### src/rtl/sp_pkg.sv
package sp_pkg;
    parameter int SW     = 14;
    parameter int TAPS   = 14;
    parameter int CW     = 16;
    parameter int SHIFT  = 6;
    localparam int GUARD = $clog2(TAPS);
    localparam int ACCW  = SW + CW + GUARD;
    localparam int KW    = $clog2(SW + 1);

    typedef logic signed [SW-1:0]   sample_t;
    typedef logic signed [ACCW-1:0] acc_t;
    typedef logic [KW-1:0]          keep_t;

    typedef struct packed {
        logic run;
        logic order;
    } ctrl_t;

    function automatic logic signed [CW-1:0] coef(input int k);
        case (k)
            0, 13:  coef = -16'sd1;
            1, 12:  coef = 16'sd0;
            2, 11:  coef = 16'sd2;
            3, 10:  coef = 16'sd4;
            4, 9:   coef = 16'sd6;
            5, 8:   coef = 16'sd8;
            default: coef = 16'sd13;
        endcase
    endfunction

    function automatic keep_t clamp_keep(input keep_t v);
        if (v == '0 || int'(v) > SW) clamp_keep = keep_t'(SW);
        else                         clamp_keep = v;
    endfunction

    function automatic sample_t keep_msbs(input sample_t x, input keep_t n);
        sample_t y;
        for (int i = 0; i < SW; i++)
            y[i] = (i >= SW - int'(n)) ? x[i] : 1'b0;
        return y;
    endfunction
endpackage

### src/rtl/sp_regs.sv
module sp_regs
    import sp_pkg::*;
#(
    parameter int ADDR_W = 12,
    parameter int DATA_W = 32
) (
    input  logic              clk,
    input  logic              rst,
    input  logic              psel,
    input  logic              penable,
    input  logic              pwrite,
    input  logic [ADDR_W-1:0] paddr,
    input  logic [DATA_W-1:0] pwdata,
    output logic [DATA_W-1:0] prdata,
    output logic              pslverr,
    input  logic              stat_valid,
    input  logic              stat_warm,
    input  logic              sat_evt,
    input  sample_t           last_res,
    output ctrl_t             ctrl,
    output keep_t             keep_n,
    output logic              clr
);
    logic       access, mapped, wr, ovf;
    logic [1:0] idx;

    assign access  = psel & penable;
    assign mapped  = (paddr[ADDR_W-1:4] == '0) && (paddr[1:0] == 2'b00);
    assign idx     = paddr[3:2];
    assign wr      = access & pwrite & mapped;
    assign pslverr = access & ~mapped;
    assign clr     = wr && (idx == 2'd0) && pwdata[2];

    always_ff @(posedge clk) begin
        if (rst) begin
            ctrl   <= '0;
            keep_n <= keep_t'(SW);
            ovf    <= 1'b0;
        end else begin
            if (wr && idx == 2'd0) begin
                ctrl.run   <= pwdata[0];
                ctrl.order <= pwdata[1];
            end
            if (wr && idx == 2'd1)
                keep_n <= clamp_keep(pwdata[KW-1:0]);
            if (clr)          ovf <= 1'b0;
            else if (sat_evt) ovf <= 1'b1;
        end
    end

    always_comb begin
        prdata = '0;
        if (mapped) begin
            case (idx)
                2'd0:    prdata[1:0]    = {ctrl.order, ctrl.run};
                2'd1:    prdata[KW-1:0] = keep_n;
                2'd2:    prdata[2:0]    = {stat_warm, ovf, stat_valid};
                default: prdata[SW-1:0] = last_res;
            endcase
        end
    end
endmodule

### src/rtl/sp_fir.sv
module sp_fir
    import sp_pkg::*;
(
    input  logic    clk,
    input  logic    rst,
    input  logic    clr,
    input  logic    push,
    input  sample_t din,
    output sample_t y,
    output logic    sat,
    output logic    warm
);
    localparam acc_t SMAX = acc_t'(2 ** (SW - 1) - 1);
    localparam acc_t SMIN = -acc_t'(2 ** (SW - 1));
    localparam acc_t RND  = acc_t'(2 ** (SHIFT - 1));
    localparam int   CNTW = $clog2(TAPS);

    sample_t         hist [TAPS-1];
    acc_t            prod [TAPS];
    acc_t            sum, scaled;
    logic [CNTW-1:0] fill;

    always_ff @(posedge clk) begin
        if (rst || clr) begin
            for (int i = 0; i < TAPS - 1; i++) hist[i] <= '0;
            fill <= '0;
        end else if (push) begin
            hist[0] <= din;
            for (int i = 1; i < TAPS - 1; i++) hist[i] <= hist[i-1];
            if (int'(fill) < TAPS - 1) fill <= fill + 1'b1;
        end
    end

    assign warm = (int'(fill) == TAPS - 1);

    for (genvar k = 0; k < TAPS; k++) begin : g_tap
        if (k == 0) begin : g_new
            assign prod[k] = acc_t'(din) * acc_t'(coef(k));
        end else begin : g_old
            assign prod[k] = acc_t'(hist[k-1]) * acc_t'(coef(k));
        end
    end

    always_comb begin
        sum = '0;
        for (int k = 0; k < TAPS; k++) sum = sum + prod[k];
        scaled = (sum + RND) >>> SHIFT;
        sat = 1'b0;
        if (scaled > SMAX) begin
            y = sample_t'(SMAX); sat = 1'b1;
        end else if (scaled < SMIN) begin
            y = sample_t'(SMIN); sat = 1'b1;
        end else begin
            y = sample_t'(scaled);
        end
    end
endmodule

### src/rtl/sp_outreg.sv
module sp_outreg
    import sp_pkg::*;
(
    input  logic    clk,
    input  logic    rst,
    input  logic    load,
    input  sample_t din,
    input  logic    out_ready,
    output logic    out_valid,
    output sample_t out_data,
    output logic    free
);
    assign free = ~out_valid | out_ready;

    always_ff @(posedge clk) begin
        if (rst) begin
            out_valid <= 1'b0;
            out_data  <= '0;
        end else if (load) begin
            out_valid <= 1'b1;
            out_data  <= din;
        end else if (out_ready) begin
            out_valid <= 1'b0;
        end
    end
endmodule

### src/rtl/sample_shaper.sv
module sample_shaper
    import sp_pkg::*;
#(
    parameter int ADDR_W = 12,
    parameter int DATA_W = 32
) (
    input  logic              clk,
    input  logic              rst,
    input  logic              psel,
    input  logic              penable,
    input  logic              pwrite,
    input  logic [ADDR_W-1:0] paddr,
    input  logic [DATA_W-1:0] pwdata,
    output logic [DATA_W-1:0] prdata,
    output logic              pready,
    output logic              pslverr,
    input  logic              in_valid,
    output logic              in_ready,
    input  logic [SW-1:0]     in_data,
    output logic              out_valid,
    input  logic              out_ready,
    output logic [SW-1:0]     out_data
);
    ctrl_t   ctrl;
    keep_t   keep_n;
    logic    clr, free, accept, sat, warm, en;
    sample_t line_in, fir_y, result, last_res, odata;

    assign pready   = 1'b1;
    assign en       = ctrl.run;
    assign in_ready = en & ~clr & free;
    assign accept   = in_valid & in_ready;
    assign line_in  = ctrl.order ? keep_msbs(sample_t'(in_data), keep_n) : sample_t'(in_data);
    assign result   = ctrl.order ? fir_y : keep_msbs(fir_y, keep_n);
    assign out_data = odata;

    always_ff @(posedge clk) begin
        if (rst)         last_res <= '0;
        else if (accept) last_res <= result;
    end

    sp_regs #(.ADDR_W(ADDR_W), .DATA_W(DATA_W)) u_regs (
        .clk(clk), .rst(rst), .psel(psel), .penable(penable), .pwrite(pwrite),
        .paddr(paddr), .pwdata(pwdata), .prdata(prdata), .pslverr(pslverr),
        .stat_valid(out_valid), .stat_warm(warm), .sat_evt(accept & sat),
        .last_res(last_res), .ctrl(ctrl), .keep_n(keep_n), .clr(clr)
    );

    sp_fir u_fir (
        .clk(clk), .rst(rst), .clr(clr), .push(accept), .din(line_in),
        .y(fir_y), .sat(sat), .warm(warm)
    );

    sp_outreg u_out (
        .clk(clk), .rst(rst), .load(accept), .din(result), .out_ready(out_ready),
        .out_valid(out_valid), .out_data(odata), .free(free)
    );
endmodule

### config.mk
export PLATFORM = sky130hd
export DESIGN_NAME = sample_shaper
export DESIGN_NICKNAME = d
export VERILOG_FILES = /design/src/rtl/sp_pkg.sv /design/src/rtl/sp_regs.sv /design/src/rtl/sp_fir.sv /design/src/rtl/sp_outreg.sv /design/src/rtl/sample_shaper.sv
export SDC_FILE = /design/constraint.sdc
export NUM_CORES = 1
export LEC_CHECK = 0
export ABC_AREA = 1
export BUFFER_PORTS_ARGS = -buffer_cell sky130_fd_sc_hd__buf_2
export CORE_MARGIN = 2
export CORE_UTILIZATION = 45
export DETAILED_ROUTE_END_ITERATION = 10
export GPL_ROUTABILITY_DRIVEN = 0
export SYNTH_ARGS = -nofsm -noshare
export SYNTH_HDL_FRONTEND = slang
export SYNTH_SLANG_ARGS = --single-unit
### constraint.sdc
create_clock -name clk -period 9.9 [get_ports clk]
set_clock_uncertainty 0.2 [all_clocks]
set_input_delay 0.495 -clock clk [delete_from_list [all_inputs] [get_ports clk]]
set_output_delay 0.495 -clock clk [all_outputs]
set_load 0.1 [all_outputs]
# [Yosys cells after proc, flatten, opt, wreduce, memory -nomap -nowiden]
# Memories as Yosys holds them, arrays and structs flattened.
# Cells that the tools add are included.
[totals] latchBits=0 n_memories=1 regBits=26 elab_cells=149 ram_bits=182 mem_bits_ro=0
[mem_list] memory="u_fir.hist" words=13 word_bits=14 read_ports=13 rd_ports_with_merged_regs=0 write_ports=13 line_no="sp_fir.sv:18" rtl="sample_t hist [TAPS-1];"
[op_classes] shifts=0 multipliers=4 n_bitwise=25 n_div=0 eq_ne=3 n_reduce_logical=15 order_cmp=18 muxes=60 addsub=16
[ops] op="$mux W14" count=18
[ops] op="$add A34 B34 Y34" count=5
[ops] op="$add A34 B15 Y34" count=2
[ops] op="$add A34 B16 Y34" count=2
[ops] op="$add A34 B17 Y34" count=2
[ops] op="$neg A14 Y34" count=2
[ops] op="$mul A14 B5 Y19 const B" count=2
[ops] op="$mux W1" count=37
[ops] op="$add A34 B7 Y34 const B" count=1
[ops] op="$mul A14 B3 Y17 const B" count=2
[ops] op="$ge A5 B5 Y1 const A" count=6
[ops] op="$gt A28 B14 Y1 const B" count=1
[ops] op="$lt A28 B14 Y1 const B" count=1
[ops] op="$ge A4 B5 Y1 const A" count=4
[ops] op="$or A1 B1 Y1" count=14
[ops] op="$ge A3 B5 Y1 const A" count=2
[ops] op="$mux W10" count=1
[ops] op="$and A1 B1 Y1" count=8
[ops] op="$logic_not A8 Y1" count=1
[ops] op="$pmux W2 S3" count=1
[ops] op="$ge A1 B5 Y1 const A" count=1
[ops] op="$ge A2 B5 Y1 const A" count=1
[ops] op="$sub A4 B4 Y5 const A" count=1
[ops] op="$add A4 B1 Y4 const B" count=1
[ops] op="17 further kinds" count=25

# [Logic depth before layout (Yosys ltp)]
# Gate-level depths: netlist of run 1.
[depth] ltp_word=22 mapped_depth=48 ltp_nobuf=47

# [Modules after synthesis]
# Synthesis of run 1 repeated with hierarchy kept, for this count alone.
[unflattened] cells_unflattened=2167 area_unflattened_um2=19557.5
[modules_own_cells] module="sp_fir" n_inst=1 area_per_inst_um2=17093.9 cells_per_inst=1791
[modules_own_cells] module="sample_shaper" n_inst=1 area_per_inst_um2=1122.3 cells_per_inst=177
[modules_own_cells] module="sp_regs" n_inst=1 area_per_inst_um2=818.3 cells_per_inst=134
[modules_own_cells] module="sp_outreg" n_inst=1 area_per_inst_um2=523.0 cells_per_inst=65

# [Worst setup path after synthesis of run 1]
# No wires, ideal clock.
[synth_timing] kind="reg-to-reg" startpoint="memory u_fir.hist[0][87] (netlist name)" endpoint="register u_regs.ovf" setup_ns=0.116 required_time_ns=9.584 setup_slack_ns=2.057 arrival_time_ns=7.527 path_buffers=1 stages_incl_launch_ff=48 cell_sequence="edfxtp_1 -> ha_1 -> ha_1 -> inv_1 -> fa_1 -> inv_1 -> ha_1 -> nand2_1 -> nand2_1 -> a31oi_1 -> o21bai_1 -> nand2_1 -> nand2_1 -> nand2_1 -> nand2_1 -> a21o_1 -> a21oi_1 -> inv_1 -> (+12 left out) -> inv_1 -> ha_1 -> nand2_1 -> inv_2 -> nand3_1 -> nor2_1 -> nand2_1 -> nand3_2 -> nand2_2 -> nand2_4 -> inv_2 -> nor2_2 -> nand3_2 -> o21ai_4 -> buf_6 -> nand2_2 -> a21oi_2 -> nor2_1"
[synth_rtl] item="start: declaration" line_no="sp_fir.sv:18"
[synth_rtl] item="end signal: assignment" line_no="sp_regs.sv:38" rtl="ovf <= 1'b0;"
[synth_rtl] item="end signal: assignment" line_no="sp_regs.sv:46" rtl="if (clr) ovf <= 1'b0;"
[synth_rtl] item="end signal: assignment" line_no="sp_regs.sv:47" rtl="else if (sat_evt) ovf <= 1'b1;"
[synth_rtl] item="end: declaration" line_no="sp_regs.sv:24" rtl="logic access, mapped, wr, ovf;"

==> results of run 1 <==
## cell type report
class / instances / area [um2]
multi-input combinational: 1226 / 10300
inverter: 571 / 2140
clock inverter: 14 / 148
timing repair buffer: 73 / 393
tap: 532 / 666
sequential: 208 / 5990
fill: 3834 / 20500
clock buffer: 34 / 722
## layout by cell type, fill, tap and decap left out, drive strengths merged, types with 19 or more instances in the layout
cell type,netlist,layout
a21oi,82,82
xor2,45,45
nor2,246,246
xnor2,26,26
buf,46,73
ha,176,176
clkbuf,5,34
nand2,270,270
fa,198,198
conb,2,19
inv,571,572
nand3,39,39
o21ai,40,40
edfxtp,182,182
dfxtp,26,26
## metal layers
layer / vias up / part of all wire [%]
met5: - / 0
met4: 0 / 2.8
met1: 6087 / 45
met3: 63 / 3.9
li1: 6303 / -
met2: 233 / 48
## sequential cells by signal (all words and copies together), names as in the netlist
signal           flops
u_out.out_data      14
u_fir.fill           4
u_fir.hist         182
u_regs.ovf           1
u_out.out_valid      1
u_regs.ctrl          2
u_regs.keep_n        4
## metrics by stage
| step | util (%) | hold slack [ns] | worst slack [ns] |
|---|---|---|---|
| after floorplan | - | 0.246 | 2.06 |
| after global placement | 47.7 | 0.269 | 1.14 |
| after detailed placement | 47.7 | 0.271 | 1.02 |
| after CTS | 49.8 | 0.00207 | 1.02 |
| after global routing | 49.8 | 0.0295 | 0.400 |
| final | 49.8 | 0.0313 | 1.03 |
## critical path, delay by kind of cell, from the launching register on
| kind | cells | cell delay, ns |
|---|---|---|
| AOI/OAI and AO/OA | 6 | 1.37 |
| DFF | 1 | 0.47 |
| and+or+nand+nor | 19 | 1.77 |
| buffers and inverters | 9 | 0.51 |
| adders and majority gates | 10 | 4.42 |
## worst max-delay path by stage
stage,start,endpoint,slack (ns),cells past startpoint
5_1_grt,u_fir.hist[0][87]$_SDFFCE_PN0P_,u_out.out_data[11]$_SDFFE_PP0P_,0.40,45
2_1_floorplan,u_fir.hist[0][87]$_SDFFCE_PN0P_,u_regs.ovf$_SDFFE_PP0P_,2.06,47
4_1_cts,u_fir.hist[0][75]$_SDFFCE_PN0P_,u_out.out_data[9]$_SDFFE_PP0P_,1.02,39
6_report,u_fir.hist[0][87]$_SDFFCE_PN0P_,u_out.out_data[4]$_SDFFE_PP0P_,1.03,44
3_5_place_dp,u_fir.hist[0][75]$_SDFFCE_PN0P_,u_regs.ovf$_SDFFE_PP0P_,1.02,39
3_3_place_gp,u_fir.hist[0][75]$_SDFFCE_PN0P_,u_regs.ovf$_SDFFE_PP0P_,1.14,39
## Yosys cell counts, types with 2 or more instances
| master | instances | share of area (%) |
|---|---|---|
| nor3b_1 | 12 | 0.48 |
| nand2_1 | 262 | 5.3 |
| clkbuf_1 | 5 | 0.10 |
| nor2_2 | 4 | 0.13 |
| xor2_1 | 45 | 2.1 |
| ha_1 | 176 | 12 |
| o21ai_0 | 38 | 1.0 |
| buf_4 | 24 | 0.97 |
| buf_2 | 18 | 0.48 |
| o2111ai_1 | 2 | 0.094 |
| buf_6 | 2 | 0.12 |
| a21oi_1 | 81 | 2.2 |
| nor3_1 | 13 | 0.35 |
| inv_1 | 564 | 11 |
| o211ai_1 | 4 | 0.16 |
| o21bai_1 | 10 | 0.40 |
| nand3_1 | 36 | 0.97 |
| inv_2 | 7 | 0.14 |
| a31oi_1 | 13 | 0.44 |
| and3_1 | 2 | 0.067 |
| nand3_2 | 3 | 0.16 |
| xnor2_1 | 26 | 1.2 |
| nand4_1 | 6 | 0.20 |
| a21o_1 | 5 | 0.20 |
| dfxtp_1 | 26 | 2.8 |
| and2_1 | 2 | 0.067 |
| nand2_2 | 7 | 0.23 |
| buf_1 | 2 | 0.040 |
| conb_1 | 2 | 0.040 |
| edfxtp_1 | 182 | 29 |
| a21boi_0 | 2 | 0.081 |
| nor2_1 | 241 | 4.9 |
| nor4_1 | 4 | 0.13 |
| fa_1 | 198 | 21 |
## cells by family (layout without fill, tap and decap cells)
logic type,after synthesis,in the layout,share of synthesized area [%]
buf+inv,622,692,13.2
simple gates,597,597,13.2
fa+ha+maj,374,374,33.1
flops,208,208,32.1
compound gates,165,165,5.05
xor+xnor,71,71,3.34
other cells,2,19,0.0403
==> results.md, run 1 <==
- # port buffers: 67
- First-pass GRT wire length: about 68,000 um
- Worst skew pair latency: about 0.55 ns
- Relative slew slack: ~25%
- CTS tree: built
- Hold Crit Start: out_ready
- Gr usage total: about 20%
- Dpl hpwl: approximately 33,000 um
- Drt total wl: ~41,000 um
- Sink Count: 208
- Site Rows: between 70 and 80
- Core area: ~0.041 mm2
- Via count: 12,686
- Final cell count without fillers: about 2,700
- Crit-path max FO: 14
- Worst flop-to-flop path startpoint: u_fir.hist[0][87]$_SDFFCE_PN0P_
- CP startpoint kind: flop
- Die ar.: approximately 0.043 mm2
- Sequential-to-total area share from yosys stat: around a third
- Clk pin slew, worst setup/hold paths: approximately 0.060 ns
- Met1 usage in global routing: a little over a quarter
- Chip height: slightly above 200 um
- Synthesized area per cell: ~9 um2
- Initial core utilization: 45.6%
- RSZ-0062 raised after global routing: no
- Layout net count: 2,545
- Post-Layout Inst Area: between 0.02 and 0.025 mm2
- R2R depth: 44
- # diodes: 0
- H-Tree Depth: 1
- Grt met3 use: 2.18%
- Met2 usage: 34.0%
- Hold/Removal Path Class: input pin to flop
- Initial antenna violation count: 0
- Max Fclk: around 110 MHz
- Drt drc: 0
- Max Root-Sink Buffers: 3
- Crit path time final: ~8.9 ns
- Largest net degree at the start of global routing: around 170
- Setup violators final: 0
- Status: complete, no violations
- Reg2reg setup slack: 1.03 ns
- Hold violation count in the final report: 0
- Post-Place Cells: between 2,000 and 3,000
- Flops & latches, synth: around 210
- Share of cells above drive strength 1: 6.68%
- Avg Vias per Cell: between 4 and 5
- Iter 0 DRT Violations: between 700 and 800
- Hold path cells: 4
- Worst Tran Pin Value: 1.10 ns
- Cell mode on critical path: nand2_1
- MaxCap Viol Count: 0
- Final period util: roughly nine tenths
- Post-Syn Area: 0.0186 mm2
- Cts hold-fix bufs: 0
- CTS Buf Count: 26
- Asr flop ratio synth: 0%
- Final slew viol count: 0
- Critical path's slowest cell: fa_1
- Residual overflow from global routing: 0
- Most used routing layer: met2
- Worst R2R End: u_out.out_data[4]$_SDFFE_PP0P_
- Area grow syn2layout: 9.07%
- Nature of the critical path endpoint: flop
- IO Pins: around 120
- Initial DRT Pass Iterations: 5
- Vias in the first global route: around 13,000
- CP Class: flop to flop
- Mapped Cells: between 2,000 and 2,500
- Hold path endpoint: u_out.out_valid$_SDFFE_PP0P_
- Post-CTS setup buffers: 0
- Root Driver: clkbuf_16
- Remaining antenna violation count: 0
- Synth warn: 0
- CTS resizes: 0
- Die Span X: about 210 um
- Post-DP Area: about 0.019 mm2
- Post-synthesis cell type count: 49
- Ys flop type: edfxtp_1
- Max incr delay on CP: about 0.55 ns
- CP required: between 10 and 15 ns
- Total Neg Setup Slack: 0 ns
- Avg WL per Cell: ~16 um
- Arrival time worst endpoint: just over 9 ns
- EDFF count, synth: around 180
Power of run 1 is not shown: default switching activity piles up to over one toggle a cycle in this logic, so the estimate is an artifact.
==> run 2: changes to the inputs <==
- SLEW_MARGIN: default -> 20
- clock period: 9.9 -> 7.4 ns (I/O delays scaled with it)
==> results.md, run 2 (same netlist as run 1, synthesis figures left out) <==
- Drt drc: 0 (unchanged)
- Initial antenna violation count: 0 (unchanged)
- Sequential Area: 0.00599 mm2 (unchanged)
- First-pass GRT wire length: 71,500 um (+4.6%)
- IO Pins: 115 (unchanged)
- Share of cells above drive strength 1: 17.5% (+11 points)
- Dpl hpwl: 34,100 um (+4.3%)
- Chip height: 208 um (unchanged)
- Commonest non-fill, non-tap cell in the layout: inv_1
- Core area: 0.0408 mm2 (unchanged)
- Via count: 13,355 (+5.3%)
- Hold/Removal Path Class: input pin to flop
- Residual overflow from global routing: 0 (unchanged)
- Avg Vias per Cell: 4.75 (-0.49%)
- Reg2reg setup slack: -0.63 ns (-1.66 ns)
- MaxCap Viol Count: 0 (unchanged)
- Most frequent cells in the layout: 553 x inv_1, 238 x nor2_1, 232 x nand2_1
- Largest registers: u_fir.hist: 182 flops, u_out.out_data: 14 flops
- # diodes: 0 (unchanged)
- Biggest register: u_fir.hist
- Sink Count: 208 (unchanged)
- Violated checks: negative setup slack
- Setup violators final: 15 (+15)
- PnR worst setup slack: -0.635 ns (-1.66 ns)
- Critical path's slowest cell: fa_1
- Relative slew slack: 28.9% (+4.2 points)
- Die Span X: 208 um (unchanged)
- Remaining antenna violation count: 0 (unchanged)
- Site Rows: 74 (unchanged)
- Iter 0 DRT Violations: 759 (+1.6%)
- Total Neg Setup Slack: -8.45 ns (-8.45 ns)
- Area of the multi-input gates: 0.0109 mm2 (+6.2%)
- Worst Tran Pin Value: 1.07 ns (-0.0350 ns)
- Hold path cells: 3 (-1)
- Max reg flops: 182 (unchanged)
- CTS Buf Count: 25 (-3.8%)
- Layout net count: 2,702 (+6.2%)
- R2R depth: 41 (-6.8%)
- Vias in the first global route: 13,794 (+6.0%)
- Initial DRT Pass Iterations: 5 (unchanged)
- Die ar.: 0.0431 mm2 (unchanged)
- Max Root-Sink Buffers: 3 (unchanged)
- Hold violation count in the final report: 0 (unchanged)
- Final slew viol count: 0 (unchanged)
- CP Class: flop to flop
- FILL cells: 3,727 (-2.8%)
- Nature of the critical path endpoint: flop
- Max Fclk: 124 MHz (+10%)
- Status: finished, violations left
- H-Tree Depth: 1 (unchanged)
- # port buffers: 67 (unchanged)
- CP startpoint kind: flop
- Final period util: 109% (+19 points)
- RSZ-0062 raised after global routing: yes
- Worst skew pair latency: 0.53 ns (-0.02 ns)
- CP required: 7.59 ns (-2.52 ns)
- Arrival time worst endpoint: 8.23 ns (-0.85 ns)
- Avg WL per Cell: 15.4 um (-0.63%)
- Root Driver: clkbuf_16
- Crit-path max FO: 14 (unchanged)
- Max incr delay on CP: 0.56 ns (about the same)
- CTS tree: built
- Area grow syn2layout: 18.5%
- Crit path time final: 8.03 ns (-0.839 ns)
- Gr usage total: 20.8% (+0.89 points)
- Drt total wl: 43,300 um (+5.1%)
- Cell mode on critical path: nand2_2
- Initial core utilization: 45.6% (unchanged)
- Largest net degree at the start of global routing: 158 (-6.0%)
- Clk pin slew, worst setup/hold paths: 0.06 ns (about the same)
-- run 2: cell count changes in the layout (fill, tap and decap cells not counted), sizes merged --
cell	change
nand2	+1
buf	+153
clkbuf	-1
dlygate4sd3	+4
clkinv	-3
inv	+2
bufinv	-2
-- run 2: area by class of cell --
cell class / count / area share [%]
Clock inverter: 11 / 0.408
Multi-Input combinational cell: 1227 / 49.4
Tap cell: 532 / 3.01
Timing Repair Buffer: 230 / 7.29
Inverter: 571 / 9.71
Sequential cell: 208 / 27.1
Clock buffer: 33 / 3.11
-- run 2: critical path: cells and delay by family (launching register included) --
family	cells	cell delay (ns)
compound gates	5	0.65
xor+xnor	1	0.15
fa+ha+maj	10	4.25
buf+inv	7	0.60
flops	1	0.50
simple gates	18	1.55
-- run 2: final timing paths --
| kind | start | to |
|---|---|---|
| max | u_fir.hist[0][75]$_SDFFCE_PN0P_ | u_regs.ovf$_SDFFE_PP0P_ |
| min | in_data[3] | u_fir.hist[0][3]$_SDFFCE_PN0P_ |
| max reg2reg | u_fir.hist[0][75]$_SDFFCE_PN0P_ | u_regs.ovf$_SDFFE_PP0P_ |
| min reg2reg | u_out.out_data[12]$_SDFFE_PP0P_ | u_out.out_data[12]$_SDFFE_PP0P_ |
-- run 2: per-stage QoR --
step | instance area (um2) | setup slack [ns] | std cells | hold WS [ns] | utilization, %
after global placement | 20800 | -0.567 | 2743 | 0.272 | 50.9
after global routing | 22100 | -1.09 | 2812 | 0.0617 | 54.1
after floorplan | 19000 | 0.000868 | 2056 | 0.246 | -
after detailed placement | 20800 | -0.626 | 2743 | 0.272 | 50.9
after CTS | 21800 | -0.550 | 2802 | 0.0179 | 53.5
final | 22100 | -0.635 | 2812 | 0.0517 | 54.1
-- run 2: metal layers --
layer / global-route usage, % / vias up / wire, um
met5: 0 / - / 0
met4: 4.85 / 0 / 1050
met3: 2.07 / 49 / 1450
met2: 35.8 / 221 / 21300
met1: 28.4 / 6454 / 19500
li1: - / 6631 / -
-- run 2: repair_timing --
action / in CTS / in global routing
pin swaps: 21 / 29
resized for setup: 42 / 37
endpoints found under the hold margin: 5 / 0
hold buffers: 4 / 0
setup endpoints to repair: 15 / 15
setup buffers: 10 / 10
cloned: 1 / 0
Power of run 2 is left out for the same reason.
